## src/rtl/fpxfer_pkg.sv

```systemverilog
package fpxfer_pkg;

    typedef enum logic [1:0] {
        PREC_SGL = 2'b00,
        PREC_DBL = 2'b01,
        PREC_UNF = 2'b10,
        PREC_BAD = 2'b11
    } prec_e;

    typedef enum logic {
        PH_IDLE = 1'b0,
        PH_XFER = 1'b1
    } phase_e;

endpackage

```

## src/rtl/fpxfer_plan.sv

```systemverilog
module fpxfer_plan
    import fpxfer_pkg::*;
#(
    parameter  int NREG = 32,
    parameter  int AW   = 32,
    localparam int RIW  = $clog2(NREG),
    localparam int CW   = $clog2(NREG + 2)
) (
    input  logic [1:0]      prec,
    input  logic [NREG-1:0] list,
    input  logic            dec,
    input  logic            wb,
    input  logic [AW-1:0]   base,
    output logic            ok,
    output logic [RIW-1:0]  first_s,
    output logic [CW-1:0]   words,
    output logic [AW-1:0]   start,
    output logic [AW-1:0]   final_base
);
    localparam int NDBL = NREG / 2;

    logic [RIW-1:0] lowest;
    logic           found;
    logic [CW-1:0]  cnt;
    logic [CW-1:0]  runs;
    logic           prev;
    logic [AW-1:0]  bytes;
    logic           upper_set;

    // Scan the mask: lowest set bit, population and number of separate runs.
    always_comb begin
        lowest = '0;
        found  = 1'b0;
        cnt    = '0;
        runs   = '0;
        prev   = 1'b0;
        for (int k = 0; k < NREG; k++) begin
            if (list[k]) begin
                cnt = cnt + CW'(1);
                if (!found) begin
                    lowest = RIW'(k);
                    found  = 1'b1;
                end
                if (!prev) begin
                    runs = runs + CW'(1);
                end
            end
            prev = list[k];
        end
    end

    assign upper_set = |list[NREG-1:NDBL];

    always_comb begin
        ok = found && (runs == CW'(1)) && (prec != PREC_BAD) &&
             ((prec == PREC_SGL) || !upper_set);
        case (prec)
            PREC_DBL: words = {cnt[CW-2:0], 1'b0};
            PREC_UNF: words = {cnt[CW-2:0], 1'b1};
            default:  words = cnt;
        endcase
        first_s = (prec == PREC_SGL) ? lowest : {lowest[RIW-2:0], 1'b0};
        bytes   = AW'({words, 2'b00});
        start   = dec ? (base - bytes) : base;
        if (!wb) begin
            final_base = base;
        end else if (dec) begin
            final_base = base - bytes;
        end else begin
            final_base = base + bytes;
        end
    end

endmodule

```

## src/rtl/fpxfer_map.sv

```systemverilog
module fpxfer_map
    import fpxfer_pkg::*;
#(
    parameter  int NREG = 32,
    localparam int RIW  = $clog2(NREG),
    localparam int CW   = $clog2(NREG + 2)
) (
    input  logic [RIW-1:0] first_s,
    input  logic [CW-1:0]  idx,
    input  logic [1:0]     prec,
    input  logic [CW-1:0]  words,
    output logic [RIW-1:0] reg_idx,
    output logic           pad
);
    // Word i of the transfer always touches single half first_s + i; the
    // unformatted mode appends one pad word after the data words.
    always_comb begin
        reg_idx = first_s + idx[RIW-1:0];
        pad     = (prec == PREC_UNF) && (idx == words - CW'(1));
    end

endmodule

```

## src/rtl/fpxfer_seq.sv

```systemverilog
module fpxfer_seq
    import fpxfer_pkg::*;
#(
    parameter  int NREG = 32,
    parameter  int AW   = 32,
    parameter  int DW   = 32,
    localparam int RIW  = $clog2(NREG),
    localparam int CW   = $clog2(NREG + 2)
) (
    input  logic            clk,
    input  logic            rst_n,
    input  logic            cmd_valid,
    output logic            cmd_ready,
    input  logic            cmd_store,
    input  logic [1:0]      cmd_prec,
    input  logic [NREG-1:0] cmd_list,
    input  logic            cmd_dec,
    input  logic            cmd_wb,
    input  logic [AW-1:0]   cmd_base,
    output logic [RIW-1:0]  rf_addr,
    output logic            rf_we,
    output logic [DW-1:0]   rf_wdata,
    input  logic [DW-1:0]   rf_rdata,
    output logic            mem_req,
    output logic            mem_we,
    output logic [AW-1:0]   mem_addr,
    output logic [DW-1:0]   mem_wdata,
    input  logic [DW-1:0]   mem_rdata,
    input  logic            mem_ready,
    output logic            done,
    output logic            illegal,
    output logic [AW-1:0]   base_out
);
    localparam int NDBL = NREG / 2;

    typedef struct packed {
        phase_e         ph;
        logic           store;
        logic [1:0]     prec;
        logic [RIW-1:0] first_s;
        logic [CW-1:0]  words;
        logic [CW-1:0]  idx;
        logic [AW-1:0]  addr;
        logic [AW-1:0]  nbase;
        logic           done;
        logic           bad;
    } seq_t;

    seq_t seq_d, seq_q;

    logic           plan_ok;
    logic [RIW-1:0] plan_first;
    logic [CW-1:0]  plan_words;
    logic [AW-1:0]  plan_start;
    logic [AW-1:0]  plan_final;
    logic [RIW-1:0] cur_reg;
    logic           cur_pad;
    logic           last;
    logic           beat;

    fpxfer_plan #(.NREG(NREG), .AW(AW)) u_plan (
        .prec       (cmd_prec),
        .list       (cmd_list),
        .dec        (cmd_dec),
        .wb         (cmd_wb),
        .base       (cmd_base),
        .ok         (plan_ok),
        .first_s    (plan_first),
        .words      (plan_words),
        .start      (plan_start),
        .final_base (plan_final)
    );

    fpxfer_map #(.NREG(NREG)) u_map (
        .first_s (seq_q.first_s),
        .idx     (seq_q.idx),
        .prec    (seq_q.prec),
        .words   (seq_q.words),
        .reg_idx (cur_reg),
        .pad     (cur_pad)
    );

    assign last = (seq_q.idx == seq_q.words - CW'(1));
    assign beat = (seq_q.ph == PH_XFER) && mem_ready;

    always_comb begin
        seq_d      = seq_q;
        seq_d.done = 1'b0;
        seq_d.bad  = 1'b0;
        case (seq_q.ph)
            PH_IDLE: begin
                if (cmd_valid) begin
                    if (!plan_ok) begin
                        seq_d.bad = 1'b1;
                    end else begin
                        seq_d.ph      = PH_XFER;
                        seq_d.store   = cmd_store;
                        seq_d.prec    = cmd_prec;
                        seq_d.first_s = plan_first;
                        seq_d.words   = plan_words;
                        seq_d.idx     = '0;
                        seq_d.addr    = plan_start;
                        seq_d.nbase   = plan_final;
                    end
                end
            end
            default: begin
                if (mem_ready) begin
                    if (last) begin
                        seq_d.ph   = PH_IDLE;
                        seq_d.done = 1'b1;
                    end else begin
                        seq_d.idx  = seq_q.idx + CW'(1);
                        seq_d.addr = seq_q.addr + AW'(4);
                    end
                end
            end
        endcase
    end

    always_ff @(posedge clk) begin
        if (!rst_n) begin
            seq_q <= '0;
        end else begin
            seq_q <= seq_d;
        end
    end

    assign cmd_ready = (seq_q.ph == PH_IDLE);
    assign mem_req   = (seq_q.ph == PH_XFER);
    assign mem_we    = mem_req && seq_q.store;
    assign mem_addr  = seq_q.addr;
    assign mem_wdata = cur_pad ? '0 : rf_rdata;
    assign rf_addr   = cur_reg;
    assign rf_we     = beat && !seq_q.store && !cur_pad;
    assign rf_wdata  = mem_rdata;
    assign done      = seq_q.done;
    assign illegal   = seq_q.bad;
    assign base_out  = seq_q.nbase;

    // a stalled beat keeps its request, address and direction
    p_hold_req_r10: assert property (@(posedge clk) disable iff (!rst_n)
        (mem_req && !mem_ready) |=> (mem_req && $stable(mem_addr) && $stable(mem_we)));

    // consecutive beats of one transfer climb by one word
    p_addr_step_r8: assert property (@(posedge clk) disable iff (!rst_n)
        (beat && !last) |=> (mem_req && mem_addr == $past(mem_addr) + AW'(4)));

    // a rejection pulse comes with no memory or register activity
    p_bad_quiet_r6: assert property (@(posedge clk) disable iff (!rst_n)
        illegal |-> (!mem_req && !rf_we));

    // a double-bank list reaching past the bank end is rejected next cycle
    p_range_bad_r7: assert property (@(posedge clk) disable iff (!rst_n)
        (cmd_ready && cmd_valid && cmd_prec != PREC_SGL && (|cmd_list[NREG-1:NDBL]))
        |=> illegal);

    // done follows an accepted beat and never coincides with a rejection
    p_done_follows_r9: assert property (@(posedge clk) disable iff (!rst_n)
        done |-> ($past(mem_req && mem_ready) && cmd_ready));

    p_one_event_r9: assert property (@(posedge clk) disable iff (!rst_n)
        $onehot0({done, illegal}));

    // the pad word never reaches the register file and is stored as zero
    p_pad_quiet_r3: assert property (@(posedge clk) disable iff (!rst_n)
        (mem_req && cur_pad) |-> (!rf_we && (!mem_we || mem_wdata == '0)));

endmodule

```

## config.mk

```make
export PLATFORM = sky130hd
export DESIGN_NAME = fpxfer_seq
export DESIGN_NICKNAME = d
export VERILOG_FILES = /design/src/rtl/fpxfer_pkg.sv /design/src/rtl/fpxfer_plan.sv /design/src/rtl/fpxfer_map.sv /design/src/rtl/fpxfer_seq.sv
export SDC_FILE = /design/constraint.sdc
export NUM_CORES = 1
export LEC_CHECK = 0
export BUFFER_PORTS_ARGS = -buffer_cell sky130_fd_sc_hd__buf_4
export CORE_ASPECT_RATIO = 1.5
export CORE_MARGIN = 1.5
export CORE_UTILIZATION = 35
export DETAILED_ROUTE_END_ITERATION = 8
export PLACE_DENSITY = 0.52
export SETUP_SLACK_MARGIN = 0.15
export SLEW_MARGIN = 20
export SYNTH_ARGS = -nofsm -noshare
export SYNTH_HDL_FRONTEND = slang
export SYNTH_SLANG_ARGS = --single-unit
```

## constraint.sdc

```tcl
create_clock -name clk -period 68.3 [get_ports clk]
set_clock_uncertainty 0.15 [all_clocks]
set_input_delay 6.83 -clock clk [delete_from_list [all_inputs] [get_ports clk]]
set_output_delay 6.83 -clock clk [all_outputs]
set_load 0.005 [all_outputs]
```

# [Yosys cells after proc, flatten, opt, wreduce, memory -nomap -nowiden]
# Index checks and enable logic that the tools add are counted.
[classes] n_reduce_logical=20 n_eq_ne=8 n_mux=204 n_bitwise=3 n_addsub=67
[op_table] cell="two-way mux 6 bit" count=93
[op_table] cell="adder 6 x 1 -> 6 bit (second input constant)" count=61
[op_table] cell="two-way mux 5 bit" count=62
[op_table] cell="two-way mux 85 bit" count=2
[op_table] cell="two-way mux 32 bit" count=4
[op_table] cell="two-way mux 38 bit" count=3
[op_table] cell="two-way mux 1 bit" count=39
[op_table] cell="adder 32 x 3 -> 32 bit (second input constant)" count=1
[op_table] cell="adder 32 x 8 -> 32 bit" count=1
[op_table] cell="subtractor 32 x 8 -> 32 bit" count=1
[op_table] cell="OR reduction 16 bit" count=1
[op_table] cell="case mux 6 bit (2 select lines)" count=1
[op_table] cell="logical AND 1 bit" count=8
[op_table] cell="== test 6 x 1 -> 1 bit (second input constant)" count=1
[op_table] cell="== test 6 bit" count=1
[op_table] cell="!= test 2 bit (second input constant)" count=3
[op_table] cell="AND reduction 3 bit" count=2
[op_table] cell="subtractor 6 x 1 -> 6 bit (second input constant)" count=1
[op_table] cell="adder 5 bit" count=1
[op_table] cell="== test 2 bit (second input constant)" count=2
[op_table] cell="AND reduction 4 bit" count=1
[op_table] cell="nonzero test 2 bit" count=2
[op_table] cell="zero test 1 bit" count=3
[op_table] cell="NOT 1 bit" count=3
[op_table] cell="other kinds (5)" count=5
[totals] input_bits=137 output_inout_bits=139 ff_bits=87

# [Longest topological paths before layout]
[depth] word_depth=101 depth_mapped=119

# [Hierarchy]
# From an unflattened synthesis, not the netlist that was laid out.
[unflattened] cells_unflattened=2305 area_unflattened_um2=16319.4
[modules_own_cells] mod="fpxfer_plan" cells_each=1618 n_inst=1 area_each_um2=11024.3 seq_area_each_um2=0.0
[modules_own_cells] mod="fpxfer_seq" cells_each=655 n_inst=1 area_each_um2=5007.3 seq_area_each_um2=1741.7
[modules_own_cells] mod="fpxfer_map" cells_each=32 n_inst=1 area_each_um2=287.8 seq_area_each_um2=0.0

# [Least setup slack after synthesis]
# OpenSTA, ideal clock, no wires.
[synth_timing] kind="input to register" from="input cmd_list[0]" to="register seq_q, in the netlist base_out[24]" t_arrival_ps=27776 required_ps=68022 stages=119 n_path_buf=3 setup_slack_ps=40246 path_cell_list="inv_1 > ha_1 > mux2i_4 > nor2_1 > nor2_1 > ha_1 > nand2b_1 > a31oi_1 > ha_1 > o21a_1 > a22o_1 > ha_1 > inv_1 > a21oi_1 > ha_1 > nor2_1 > a41oi_1 > o21a_1 > (+83 left out) > o21a_1 > ha_1 > nand2_1 > nand2_1 > o21ai_0 > inv_1 > ha_1 > a21boi_0 > xnor2_1 > a2111oi_0 > o21ai_0 > a2111o_1 > or4_1 > buf_2 > buf_6 > buf_2 > mux2i_1 > nor2_1"
[synth_between] elab_chain_len=99
[synth_rtl] item="from (decl)" line="fpxfer_seq.sv:16" text="input logic [NREG-1:0] cmd_list,"
[synth_rtl] item="two-way mux 1 bit" line="fpxfer_plan.sv:38" text="if (list[k]) begin"
[synth_rtl] item="adder 1 x 1 -> 2 bit" line="fpxfer_plan.sv:39, fpxfer_plan.sv:45"
[synth_rtl] item="two-way mux 6 bit" line="fpxfer_plan.sv:44" text="if (!prev) begin"
[synth_rtl] item="two-way mux 6 bit" line="fpxfer_plan.sv:38"
[synth_rtl] item="adder 6 x 1 -> 6 bit" line="fpxfer_plan.sv:45" text="runs = runs + CW'(1);"
[synth_rtl] item="two-way mux 6 bit" line="fpxfer_plan.sv:44"
[synth_rtl] item="two-way mux 6 bit" line="fpxfer_plan.sv:38"
[synth_rtl] item="adder 6 x 1 -> 6 bit" line="fpxfer_plan.sv:45"
[synth_rtl] item="(+81 left out)"
[synth_rtl] item="two-way mux 6 bit" line="fpxfer_plan.sv:44"
[synth_rtl] item="two-way mux 6 bit" line="fpxfer_plan.sv:38"
[synth_rtl] item="adder 6 x 1 -> 6 bit" line="fpxfer_plan.sv:45"
[synth_rtl] item="two-way mux 6 bit" line="fpxfer_plan.sv:44"
[synth_rtl] item="two-way mux 6 bit" line="fpxfer_plan.sv:38"
[synth_rtl] item="== test 6 x 1 -> 1 bit" line="fpxfer_plan.sv:55" text="ok = found && (runs == CW'(1)) && (prec != PREC_BAD) &&"
[synth_rtl] item="logical AND 1 bit (3 in a row)" line="fpxfer_plan.sv:55"
[synth_rtl] item="AND reduction 3 bit (no line)"
[synth_rtl] item="to (signal assigned)" line="fpxfer_seq.sv:125" text="seq_q <= seq_d;"
[synth_rtl] item="to (decl)" line="fpxfer_seq.sv:49" text="seq_t seq_d, seq_q;"
# Parallel ways exist; a longest one is shown, timed or not.
# A chain may end at the register's enable or synchronous reset.

# [Final worst setup path]
[layout_timing] from="input cmd_list[3]" to="register seq_q[77] in the netlist's numbering"
[layout_between] elab_chain_len=90
[layout_rtl] item="two-way mux 6 bit" line="fpxfer_plan.sv:38"
[layout_rtl] item="adder 6 x 1 -> 6 bit" line="fpxfer_plan.sv:45"
[layout_rtl] item="two-way mux 6 bit" line="fpxfer_plan.sv:44"
[layout_rtl] item="two-way mux 6 bit" line="fpxfer_plan.sv:38"
[layout_rtl] item="adder 6 x 1 -> 6 bit" line="fpxfer_plan.sv:45"
[layout_rtl] item="two-way mux 6 bit" line="fpxfer_plan.sv:44"
[layout_rtl] item="two-way mux 6 bit" line="fpxfer_plan.sv:38"
[layout_rtl] item="adder 6 x 1 -> 6 bit" line="fpxfer_plan.sv:45"
[layout_rtl] item="(+72 left out)"
[layout_rtl] item="two-way mux 6 bit" line="fpxfer_plan.sv:44"
[layout_rtl] item="two-way mux 6 bit" line="fpxfer_plan.sv:38"
[layout_rtl] item="adder 6 x 1 -> 6 bit" line="fpxfer_plan.sv:45"
[layout_rtl] item="two-way mux 6 bit" line="fpxfer_plan.sv:44"
[layout_rtl] item="two-way mux 6 bit" line="fpxfer_plan.sv:38"
[layout_rtl] item="== test 6 x 1 -> 1 bit" line="fpxfer_plan.sv:55"
[layout_rtl] item="logical AND 1 bit (3 in a row)" line="fpxfer_plan.sv:55"
[layout_rtl] item="AND reduction 3 bit (no line)"
# Parallel ways exist; a longest one is shown, timed or not.

==> flow_metrics.env <==
export IMPL_outcome="completed"
export IMPL_cts_made_buffers=9
export IMPL_syn_nets=2611
export IMPL_area_growth_pct=7.99
export IMPL_initial_core_util_pct=35.3
export IMPL_max_slew_margin_pct=29.4
export IMPL_synth_seq_area_share_pct=10.4
export IMPL_antenna_found_initial=2
export IMPL_place_gp_congestion=0.888
export IMPL_cts_sinks=87
export IMPL_fmax_mhz=31.8
export IMPL_r2r_slack_ns=64.66
export IMPL_cpMostUsedCell="ha_1"
export IMPL_cts_tree="built"
export IMPL_cts_buffer_depth=2
export IMPL_yosysTopAreaCellShare_pct=10.4
export IMPL_drive_above_1_share_pct=13.7
export IMPL_grt_max_degree=80
export IMPL_syn_inst=2385
export IMPL_grt_total_usage_pct=21.8
export IMPL_cp_num_buf_inv=9
export IMPL_worst_pin_slew_ns=1.06
export IMPL_fin_crit_sh_pct=46.1
export IMPL_setup_viol=0
export IMPL_syn_area_per_cell_um2=7.02
export IMPL_ant_nets=0
export IMPL_dp_hpwl_mm=45.5
export IMPL_nets=2601
export IMPL_dr_first_iter_drc_count=802
export IMPL_final_area_mm2=0.0181
export IMPL_synth_most_common_cell="nand2_1"
export IMPL_synthArstFlopShare_pct=0
export IMPL_avgViaCountPerCell=5.79
export IMPL_ys_warn_count=0
export IMPL_tns_ns=0
export IMPL_hold_end="base_out[6]"
export IMPL_ctsResizeCount=0
export IMPL_critPathLaunchType="input pin"
export IMPL_route_met2_wl_mm=31.8
export IMPL_highest_layer="met5"
export IMPL_synth_seq_cells=87
export IMPL_die_h_um=271
export IMPL_ys_top_cells_by_area="dfxtp_1, xnor2_1, ha_1, nand2_1, nor2_1"
export IMPL_holdCritStartpoint="base_out[6]"
export IMPL_cp_slowest_cell="or4_4"
export IMPL_placementRows=98
export IMPL_hold_viol=0
export IMPL_port_buffers=211
export IMPL_grt_pass1_vias=16900
export IMPL_hold_buffers=0
export IMPL_synthFlopType="dfxtp_1"
export IMPL_n_antenna_cell=0
export IMPL_wl_met1_mm=19.2
export IMPL_r2r_start="mem_addr[2]"
export IMPL_path_max_fanout=79
export IMPL_arrival_ns=31.59
export IMPL_synth_edff_count=0
export IMPL_grt_pass1_wl_mm=86.9
export IMPL_postPlaceCellArea_mm2=0.0178
export IMPL_cp_required_ns=68.41
export IMPL_drv_cap=0
export IMPL_rsz0062_at_grt="no"
export IMPL_rr_worst_depth=10
export IMPL_core_mm2=0.0475
export IMPL_synth_common_cells="nand2_1, nor2_1, xnor2_1"
export IMPL_hold_path_class="register to register"
export IMPL_worstSetupPathType="input pin to register"
export IMPL_clk_latency_ns=0.36
export IMPL_period_minus_slack_ns=31.48
export IMPL_grt_overflow_total=0
export IMPL_wirelength_mm=55.7
export IMPL_first_pass_iters=7
export IMPL_fp_dieArea_mm2=0.0492
export IMPL_synth_top_area_cell="dfxtp_1"
export IMPL_cts_setup_buffers=0
export IMPL_worstReg2RegEnd="mem_addr[28]"
export IMPL_die_w_um=182
export IMPL_slew_viol_final=0
export IMPL_hold_ws_ns=0.311
export IMPL_synth_cell_types=121
export IMPL_wl_met3_mm=2.06
export IMPL_hold_depth=2
export IMPL_critical_path_max_stage_delay_ns=0.64
export IMPL_path_delay_family="compound AO/OA/AOI/OAI gates"
export IMPL_cts_root_buf="clkbuf_16"
export IMPL_remaining_drc_errors=0
export IMPL_wl_per_cell_um=18.7
export IMPL_cp_end_kind="register"
export IMPL_h_tree_depth=3
export IMPL_clkSlewWorstSetupHoldPaths_ns=0.07
export IMPL_vias=17300
export IMPL_syn_area_mm2=0.0167
export IMPL_ios=276
[routing by layer]
| metal | vias to the layer above | global-route usage [%] |
|---|---|---|
| li1 | 8503 | - |
| met1 | 8175 | 19.7 |
| met2 | 459 | 46.1 |
| met3 | 128 | 2.27 |
| met4 | 4 | 11.0 |
| met5 | - | 0 |
[registers in the layout, summed over array words and instances, names as in the netlist]
signal and count:
base_out 32, done 1, illegal 1, mem_addr 32
mem_req 1, seq_q 20
[kinds of logic after synthesis]
family,share of synthesized area [%]
adder cells (fa/ha/maj),6.85
multiplexers,5.98
XOR/XNOR,13.8
AO/OA/AOI/OAI,24.9
AND/OR/NAND/NOR,27.9
buffers and inverters,10.2
flip-flops,10.4
[layout by cell type, fill, tap and decap left out, drive strengths merged, types with 22 or more instances in the layout]
cell    count
a211oi     24
a21o       22
a21oi     118
a31oi      43
and2       48
and3       33
buf       215
dfxtp      87
ha         86
inv        92
mux2i      77
nand2     232
nand2b     34
nand3     119
nand4      36
nor2      226
nor2b      29
nor3       70
nor4       25
o211ai     23
o21a       26
o21ai     122
o22ai      26
xnor2     171
xor2       65
[tightest hold or removal path, delay by kind of cell, from the launching register on]
kind	cells	cell delay, ns
compound gates	1	0.05
flops	1	0.31
simple gates	1	0.05
[cell type report]
type                            count  area, um2
Sequential cell                    87       1740
Clock inverter                      7       73.8
Clock buffer                        9        225
Fill cell                        5038      29400
Tap cell                          600        751
Multi-Input combinational cell   1963      13300
Timing Repair Buffer              215       1610
Inverter                           99        372
[metrics by stage]
stage          cells  setup slack, ns  util (%)
6_report        2980            36.82      38.1
3_3_place_gp    2964            37.92      37.4
2_1_floorplan   2385            40.25         -
4_1_cts         2980            37.17      38.1
3_5_place_dp    2964            36.88      37.4
5_1_grt         2980            34.77      38.1
[worst max-delay path by stage]
stage	slack [ns]	to	depth (start not counted)	start
floorplan	40.25	base_out[24]	119	cmd_list[0]
global placement	37.92	base_out[25]	116	cmd_list[3]
detailed placement	36.88	base_out[25]	116	cmd_list[3]
CTS	37.17	mem_addr[7]	116	cmd_list[3]
global route	34.77	seq_q[77]	116	cmd_list[3]
finish	36.82	seq_q[77]	116	cmd_list[3]
Power is left out: the tool's default activity adds up to more than one toggle a clock period on the data nets, which glitch-free logic cannot reach.
